===== src/rtl/win_reg_map.sv =====
module win_reg_map #(
  parameter int PHYS        = 128,
  parameter int GLOBALS     = 32,
  parameter int BASE_REGS   = 8,
  parameter int STACK_DEPTH = 16,
  localparam int PW = $clog2(PHYS),
  localparam int OW = $clog2(PHYS + GLOBALS)
) (
  input  logic          clk,
  input  logic          rst_n,
  input  logic          cmd_valid,
  input  logic [1:0]    cmd_op,
  input  logic [PW-1:0] cmd_arg,
  input  logic [1:0]    rd0_cls,
  input  logic [PW-1:0] rd0_idx,
  output logic [OW-1:0] rd0_phys,
  output logic          rd0_oow,
  input  logic [1:0]    rd1_cls,
  input  logic [PW-1:0] rd1_idx,
  output logic [OW-1:0] rd1_phys,
  output logic          rd1_oow,
  input  logic [1:0]    wr_cls,
  input  logic [PW-1:0] wr_idx,
  output logic [OW-1:0] wr_phys,
  output logic          wr_oow,
  output logic          err
);
  localparam int SW = $clog2(STACK_DEPTH + 1);
  localparam int AW = $clog2(STACK_DEPTH);
  localparam logic [1:0] OP_SETWD = 2'd0, OP_CALL = 2'd1, OP_RET = 2'd2, OP_SETBN = 2'd3;
  localparam logic [1:0] CLS_WIN = 2'd0, CLS_BASE = 2'd1, CLS_GLB = 2'd2;

  logic [PW-1:0] base_q, size_q, bpo_q;
  logic [SW-1:0] depth_q;
  logic          err_q;
  logic [PW-1:0] stk_base [STACK_DEPTH];
  logic [PW-1:0] stk_size [STACK_DEPTH];
  logic [PW-1:0] stk_bpo  [STACK_DEPTH];

  wire [PW:0]    twice   = {cmd_arg, 1'b0};
  wire           is_call = cmd_valid && cmd_op == OP_CALL;
  wire           is_ret  = cmd_valid && cmd_op == OP_RET;
  wire           full    = depth_q == SW'(STACK_DEPTH);
  wire           empty   = depth_q == '0;
  wire [PW:0]    remain  = {1'b0, size_q} - twice;
  wire [PW-1:0]  callee_size = (twice > {1'b0, size_q}) ? '0 : remain[PW-1:0];
  wire [AW-1:0]  push_at = AW'(depth_q);
  wire [AW-1:0]  pop_at  = AW'(depth_q - 1'b1);

  assign err = err_q;

  always_ff @(posedge clk or negedge rst_n) begin
    if (!rst_n) begin
      base_q  <= '0;
      size_q  <= '0;
      bpo_q   <= '0;
      depth_q <= '0;
      err_q   <= 1'b0;
    end else begin
      err_q <= (is_call && full) || (is_ret && empty);
      if (cmd_valid) begin
        case (cmd_op)
          OP_SETWD: size_q <= cmd_arg;
          OP_SETBN: bpo_q  <= twice[PW-1:0];
          OP_CALL: if (!full) begin
            base_q  <= base_q + twice[PW-1:0];
            size_q  <= callee_size;
            bpo_q   <= '0;
            depth_q <= depth_q + 1'b1;
          end
          default: if (!empty) begin
            base_q  <= stk_base[pop_at];
            size_q  <= stk_size[pop_at];
            bpo_q   <= stk_bpo[pop_at];
            depth_q <= depth_q - 1'b1;
          end
        endcase
      end
    end
  end

  always_ff @(posedge clk) begin
    if (is_call && !full) begin
      stk_base[push_at] <= base_q;
      stk_size[push_at] <= size_q;
      stk_bpo[push_at]  <= bpo_q;
    end
  end

  function automatic logic [OW:0] xlate(input logic [1:0] cls, input logic [PW-1:0] idx,
                                        input logic [PW-1:0] b, input logic [PW-1:0] sz,
                                        input logic [PW-1:0] bp);
    logic [PW:0]   rel;
    logic [PW-1:0] sum;
    logic [OW-1:0] p;
    logic          o;
    rel = {1'b0, bp} + {1'b0, idx};
    p   = '0;
    o   = 1'b1;
    case (cls)
      CLS_WIN: begin
        sum = b + idx;
        p   = OW'(sum);
        o   = idx >= sz;
      end
      CLS_BASE: begin
        sum = b + bp + idx;
        p   = OW'(sum);
        o   = (idx >= PW'(BASE_REGS)) || (rel >= {1'b0, sz});
      end
      CLS_GLB: begin
        o = idx >= PW'(GLOBALS);
        p = o ? '0 : OW'(PHYS) + OW'(idx);
      end
      default: ;
    endcase
    return {o, p};
  endfunction

  assign {rd0_oow, rd0_phys} = xlate(rd0_cls, rd0_idx, base_q, size_q, bpo_q);
  assign {rd1_oow, rd1_phys} = xlate(rd1_cls, rd1_idx, base_q, size_q, bpo_q);
  assign {wr_oow,  wr_phys}  = xlate(wr_cls,  wr_idx,  base_q, size_q, bpo_q);

  AST_DEPTH_LIMIT: assert property (@(posedge clk) disable iff (!rst_n)
    depth_q <= SW'(STACK_DEPTH));
  AST_SETWD_SIZE: assert property (@(posedge clk) disable iff (!rst_n)
    cmd_valid && cmd_op == OP_SETWD |=> size_q == $past(cmd_arg));
  AST_CALL_SHIFT: assert property (@(posedge clk) disable iff (!rst_n)
    is_call && !full |=> base_q == $past(base_q) + {$past(cmd_arg[PW-2:0]), 1'b0} && bpo_q == '0);
  AST_FULL_REJECT: assert property (@(posedge clk) disable iff (!rst_n)
    is_call && full |=> err && $stable(base_q) && $stable(size_q) && $stable(depth_q));
  AST_EMPTY_REJECT: assert property (@(posedge clk) disable iff (!rst_n)
    is_ret && empty |=> err && $stable(base_q) && $stable(size_q) && $stable(bpo_q));
  AST_RET_POP: assert property (@(posedge clk) disable iff (!rst_n)
    is_ret && !empty |=> !err && depth_q == $past(depth_q) - 1'b1);
  AST_GLOBAL_FIXED: assert property (@(posedge clk) disable iff (!rst_n)
    rd0_cls == CLS_GLB && rd0_idx < PW'(GLOBALS) |-> !rd0_oow && rd0_phys == OW'(PHYS) + OW'(rd0_idx));
  AST_RESERVED_CLS: assert property (@(posedge clk) disable iff (!rst_n)
    wr_cls == 2'd3 |-> wr_oow && wr_phys == '0);
endmodule


===== config.mk =====
export PLATFORM = sky130hd
export DESIGN_NAME = win_reg_map
export DESIGN_NICKNAME = d
export VERILOG_FILES = /design/src/rtl/win_reg_map.sv
export SDC_FILE = /design/constraint.sdc
export NUM_CORES = 1
export LEC_CHECK = 0
export BUFFER_PORTS_ARGS = -buffer_cell sky130_fd_sc_hd__buf_2
export CORE_ASPECT_RATIO = 0.9
export CORE_UTILIZATION = 55
export CTS_BUF_LIST = sky130_fd_sc_hd__clkbuf_8
export DETAILED_ROUTE_END_ITERATION = 7
export GPL_TIMING_DRIVEN = 0
export MAX_ROUTING_LAYER = met4
export PLACE_DENSITY = 0.81
export SYNTH_ARGS = -nofsm -noshare
export SYNTH_HDL_FRONTEND = slang
export SYNTH_SLANG_ARGS = --single-unit

===== constraint.sdc =====
create_clock -name clk -period 3.45 [get_ports clk]
set_clock_uncertainty 0.1 [all_clocks]
set_input_delay 0.5175 -clock clk [delete_from_list [all_inputs] [get_ports clk]]
set_output_delay 0.5175 -clock clk [all_outputs]
set_load 0.03 [all_outputs]

Yosys cells after proc, flatten, opt, wreduce, memory -nomap -nowiden
Memory sizes are Yosys's and may differ from the RTL's.
Index checks and enable logic that the tools add are counted.
{ "classes": {"n_eq_ne": 14, "magnitude_cmp": 13, "addsub": 17, "n_mux": 24, "bitwise": 3, "reduce_logical": 19} }
{ "ops": {"columns": ["cell", "n"], "rows": [
  ["$pmux W8 S3", 3],
  ["$add A7 B7 Y7", 8],
  ["$mux W7", 7],
  ["$pmux W7 S3", 2],
  ["$add A7 B7 Y8", 3],
  ["$add A8 B7 Y8 const A", 3],
  ["$ge A8 B7 Y1", 3],
  ["$mux W8", 3],
  ["$ge A7 B4 Y1 const B", 3],
  ["$ge A7 B6 Y1 const B", 3],
  ["$ge A7 B7 Y1", 3],
  ["$pmux W7 S2", 1],
  ["$reduce_and A4 Y1", 3],
  ["$eq A2 B2 Y1 const B", 5],
  ["$mux W5", 2],
  ["$pmux W5 S2", 1],
  ["$pmux W1 S3", 3],
  ["$eq A2 B1 Y1 const B", 4],
  ["$gt A8 B7 Y1", 1],
  ["$logic_not A2 Y1", 4],
  ["$sub A7 B7 Y7", 1],
  ["$ne A3 B1 Y1 const B", 2],
  ["$add A5 B1 Y5 const B", 1],
  ["$eq A5 B5 Y1 const B", 1],
  ["10 further kinds", 20]
]} }
{ "word_totals": {"memories": 3, "ramBits": 336, "reg_bits": 27, "wordCells": 98, "in_bits": 39} }
{ "mem_list": {"columns": ["name", "depth", "word_bits", "read_ports", "rd_clocked_by_memory_dff", "wr", "line", "rtl"], "rows": [
  ["stk_base", 16, 7, 1, 0, 1, "36", "logic [PW-1:0] stk_base [STACK_DEPTH];"],
  ["stk_bpo", 16, 7, 1, 0, 1, "38", "logic [PW-1:0] stk_bpo [STACK_DEPTH];"],
  ["stk_size", 16, 7, 1, 0, 1, "37", "logic [PW-1:0] stk_size [STACK_DEPTH];"]
]} }

Logic depth before layout (Yosys ltp)
{ "logic_depth": {"ltp_word": 5, "mapped_depth": 14, "depth_no_buf": 14} }

Least setup slack after synthesis
No wires, ideal clock.
{ "synth_path": {"kind": "reg-to-output", "startpoint": "reg bpo_q[1]", "endpoint": "out rd1_phys[6]", "arrival_ns": 3.391, "n_path_buf": 0, "slack_ns": -0.559, "stages_incl_launch_ff": 14, "required_time_ns": 2.832, "path_cell_list": "dfrtp_1 > inv_1 > fa_1 > nor2b_1 > o31a_1 > a21oi_1 > mux2_2 > ha_1 > o21ai_0 > a21oi_1 > or4_1 > nand3_1 > xor2_1 > nor2_1"} }
{ "synth_via": {"elab_chain_cells": 3} }
{ "synth_lines": {"columns": ["element", "line", "rtl"], "rows": [
  ["from (decl)", "33", "logic [PW-1:0] base_q, size_q, bpo_q;"],
  ["from (signal assigned)", "64", "OP_SETBN: bpo_q <= twice[PW-1:0];"],
  ["from (signal assigned)", "74", "bpo_q <= stk_bpo[pop_at];"],
  ["$add A7 B7 Y7 (2 in series)", "107", "sum = b + bp + idx;"],
  ["$pmux W8 S3", "100", "case (cls)"],
  ["to (decl)", "20", "output logic [OW-1:0] rd1_phys,"]
]} }
No other way between the ends.

Final worst setup path
{ "layout_path": {"startpoint": "reg bpo_q[5]", "endpoint": "out rd0_phys[6]"} }
{ "layout_via": {"elab_chain_cells": 3} }
{ "layout_lines": {"columns": ["element", "line", "rtl"], "rows": [
  ["$add A7 B7 Y7 (2 in series)", "107", null],
  ["$pmux W8 S3", "100", null],
  ["to (decl)", "16", "output logic [OW-1:0] rd0_phys,"]
]} }
No other way between the ends.

==> impl_metrics.env <==
export IMPL_crit_fanout=21
export IMPL_synthFlopType="edfxtp_1"
export IMPL_comb_power_share_pct=53.4
export IMPL_cellLeakagePower_nw=7.849
export IMPL_status="finished, violations left"
export IMPL_area_growth_pct=17.91
export IMPL_hold_slack_ps=159.8
export IMPL_ys_top_cells_by_area="edfxtp_1 56%, mux4_2 10%, ha_1 7.7%"
export IMPL_clock_power_share_pct=15.6
export IMPL_synthCells=1197
export IMPL_ys_types=71
export IMPL_finalHoldViolCount=0
export IMPL_post_place_ws_ps=-816.0
export IMPL_power_density_nw_per_um2=952.8
export IMPL_drt_iter0_markers=1610
export IMPL_syn_mean_instance_area_um2=15.13
export IMPL_crit_family="flip-flops"
export IMPL_cp_start_kind="flip-flop"
export IMPL_violations="setup timing"
export IMPL_dp_cells=1687
export IMPL_synth_top_area_share_pct=55.73
export IMPL_dpl_hpwl_um=29180
export IMPL_row_count=62
export IMPL_cp_slowest_stage_delay_ps=1020
export IMPL_drtPass1Iterations=8
export IMPL_min_path_type="input pin to flip-flop"
export IMPL_avgViaCountPerCell=6.607
export IMPL_drc=0
export IMPL_antenna_found_initial=0
export IMPL_ys_seq_elements=363
export IMPL_yosysTopAreaCell="edfxtp_1"
export IMPL_switching_power_mw=8.342
export IMPL_synth_edf_count=336
export IMPL_yosysSeqAreaShare_pct=59.46
export IMPL_clk_latency_ps=600
export IMPL_placement_io_buffers=66
export IMPL_synth_warning_count=0
export IMPL_htree_levels=2
export IMPL_layout_min_cycle_time_ps=4301
export IMPL_criticalPathCategory="flip-flop to output port"
export IMPL_rsz0062_at_grt="yes"
export IMPL_yosysMostFrequentCell="edfxtp_1"
export IMPL_grt_pass1_wl_um=72820
export IMPL_initial_utilization_pct=56.38
export IMPL_tightest_slew_ps=1259
export IMPL_fin_setup_tns_ps=-10830
export IMPL_seqPwrFrac_pct=31.0
export IMPL_slew_violations=0
export IMPL_setup_violations=21
export IMPL_cp_slowest_cell="dfrtp_1"
export IMPL_clk_pin_slew_ps=60
export IMPL_fin_ws_ps=-851.0
export IMPL_cp_required_ps=2830
export IMPL_drt_total_wl_um=49230
export IMPL_switching_share_pct=41.01
export IMPL_netlist_top_cells_count="336 x edfxtp_1, 112 x ha_1, 90 x nand2_1"
export IMPL_syn_area_um2=18110
export IMPL_fmax_ghz=0.2325
export IMPL_gp_congestion=0.9790
export IMPL_die_width_um=193.3
export IMPL_antenna_left=0
export IMPL_die_area_um2=33650
export IMPL_grt_pass1_vias=12010
export IMPL_drive_gt1_share_pct=31.22
export IMPL_dr_total_vias=12140
export IMPL_total_power_mw=20.34
export IMPL_grt_max_degree=29
export IMPL_cp_end_kind="output port"
export IMPL_power_internal_mw=12.00
export IMPL_syn_nets=1357
export IMPL_postSynth_asyncResetShare_pct=7.438
export IMPL_nNetsFinal=1540
export IMPL_cts_root_buffer="clkbuf_8"
export IMPL_clock_sinks=363
export IMPL_post_drt_wl_per_cell_um=26.78
export IMPL_core_um2=32120
export IMPL_crit_chain="ha_1 -> xor2_1 -> o21ai_1 -> ha_2 -> or4_4 -> nand3_4 -> xor2_4 -> nor2_4 -> buf_6"
export IMPL_relSlewSlack_pct=14.85
export IMPL_critPathArrivalTime_ps=3680
export IMPL_worst_path_buf_inv=1
export IMPL_grt_util_all_layers_pct=30.35
export IMPL_cts_buffers=53
export IMPL_final_cells=1838
export IMPL_diodes=0
export IMPL_cts_tree="built"
export IMPL_finalCritPeriodShare_pct=124.7
export IMPL_die_y_um=174.1
export IMPL_gr_total_overflow=0
export IMPL_cap_violations=0
export IMPL_vdd_ir_drop_max_mv=0.8415
export IMPL_num_io_pins=67
export IMPL_cts_buffer_depth=3
## what timing repair did
action,4_1_cts,5_1_grt
buffers inserted,44,8
hold buffers,1,0
resized for setup,142,46
pin swaps,50,35
cloned,6,0
setup endpoints to repair,357,135
endpoints found under the hold margin,27,0
## power by group through the flow
stage	Clock [mW]	Combinational [mW]	Sequential [mW]
2_1_floorplan	0	6.59	6.12
3_3_place_gp	0	8.55	6.45
3_5_place_dp	0	8.86	6.51
4_1_cts	3.17	10.2	6.26
5_1_grt	3.33	11.6	6.33
6_report	3.17	10.9	6.31
## worst reg2reg max path: cells and delay by family (launching register included)
kind | cells | cell delay (ps)
fa+ha+maj | 1 | 250
buf+inv | 3 | 580
compound gates | 1 | 320
flops | 1 | 490
simple gates | 3 | 1270
## final cells by class
type | count | area [µm²]
fillers | 2098 | 10770
multi-input cells | 743 | 7605
repair buffers | 123 | 949.7
flip-flops and latches | 363 | 10790
clock inverters | 41 | 190.2
well taps | 416 | 520.5
plain buffers | 44 | 327.8
clock buffers | 56 | 770.7
inverters | 52 | 195.2
## flip-flops by register name, indices dropped and copies added, names as in the netlist
signal	flops
size_q	7
stk_base	112
stk_size	112
err	1
stk_bpo	112
depth_q	5
base_q	7
bpo_q	7
## stage by stage
stage	util [%]	area [µm²]
after floorplan	-	18200
after global placement	59.30	19050
after detailed placement	59.95	19250
after global routing	66.48	21350
after CTS	65.80	21130
final	66.48	21350
## final timing paths
check,startpoint,endpoint,depth (start not counted),slack (ps)
worst max-delay path,bpo_q[5],rd0_phys[6],9,-850
worst min-delay path,cmd_valid,err,2,160
worst max register to register,depth_q[0],stk_bpo[13][1],8,20
worst min register to register,depth_q[4],depth_q[4],1,530
max in group asynchronous,rst_n,bpo_q[3],2,2250
min in group asynchronous,rst_n,err,2,420
## routing by layer
metal | share of wire, % | global-route usage (%) | up-vias
li1 | - | - | 5084
met4 | 4.4 | 13.00 | 0
met2 | 45 | 45.21 | 909
met5 | 0 | - | -
met3 | 13 | 7.295 | 175
met1 | 38 | 40.13 | 5975
## cells in the final DEF (no fill, tap or decap), types with 6 or more instances in the layout
| cell type | count |
|---|---|
| edfxtp_1 | 336 |
| ha_1 | 95 |
| nand2_1 | 87 |
| mux4_2 | 83 |
| inv_1 | 75 |
| buf_2 | 61 |
| clkbuf_8 | 57 |
| buf_4 | 54 |
| a21oi_1 | 34 |
| buf_6 | 32 |
| o21ai_0 | 27 |
| nor2_1 | 26 |
| mux2i_1 | 25 |
| a21o_1 | 22 |
| a21oi_2 | 22 |
| nor2_4 | 21 |
| o21ai_1 | 20 |
| xor2_1 | 19 |
| xnor2_1 | 18 |
| dfrtp_1 | 17 |
| nor3_1 | 14 |
| nand2b_1 | 12 |
| and3_1 | 11 |
| ha_4 | 11 |
| clkbuf_1 | 10 |
| clkinv_1 | 10 |
| o21a_1 | 9 |
| or3_1 | 9 |
| nor2b_1 | 8 |
| nand3_1 | 8 |
| a211oi_1 | 8 |
| o21ai_2 | 7 |
| o21bai_1 | 7 |
| fa_2 | 7 |
| a31oi_1 | 6 |
| or4_1 | 6 |
| ha_2 | 6 |
## cells by family (layout without fill, tap and decap cells)
family	Yosys count	count (layout)	synth area share (%)
flops	363	363	59.46
simple gates	238	244	6.434
compound gates	214	214	7.933
fa+ha+maj	121	121	8.735
mux	117	117	12.43
buf+inv	97	316	2.695
xor+xnor	47	47	2.315
(Power assumes the default switching activity.)
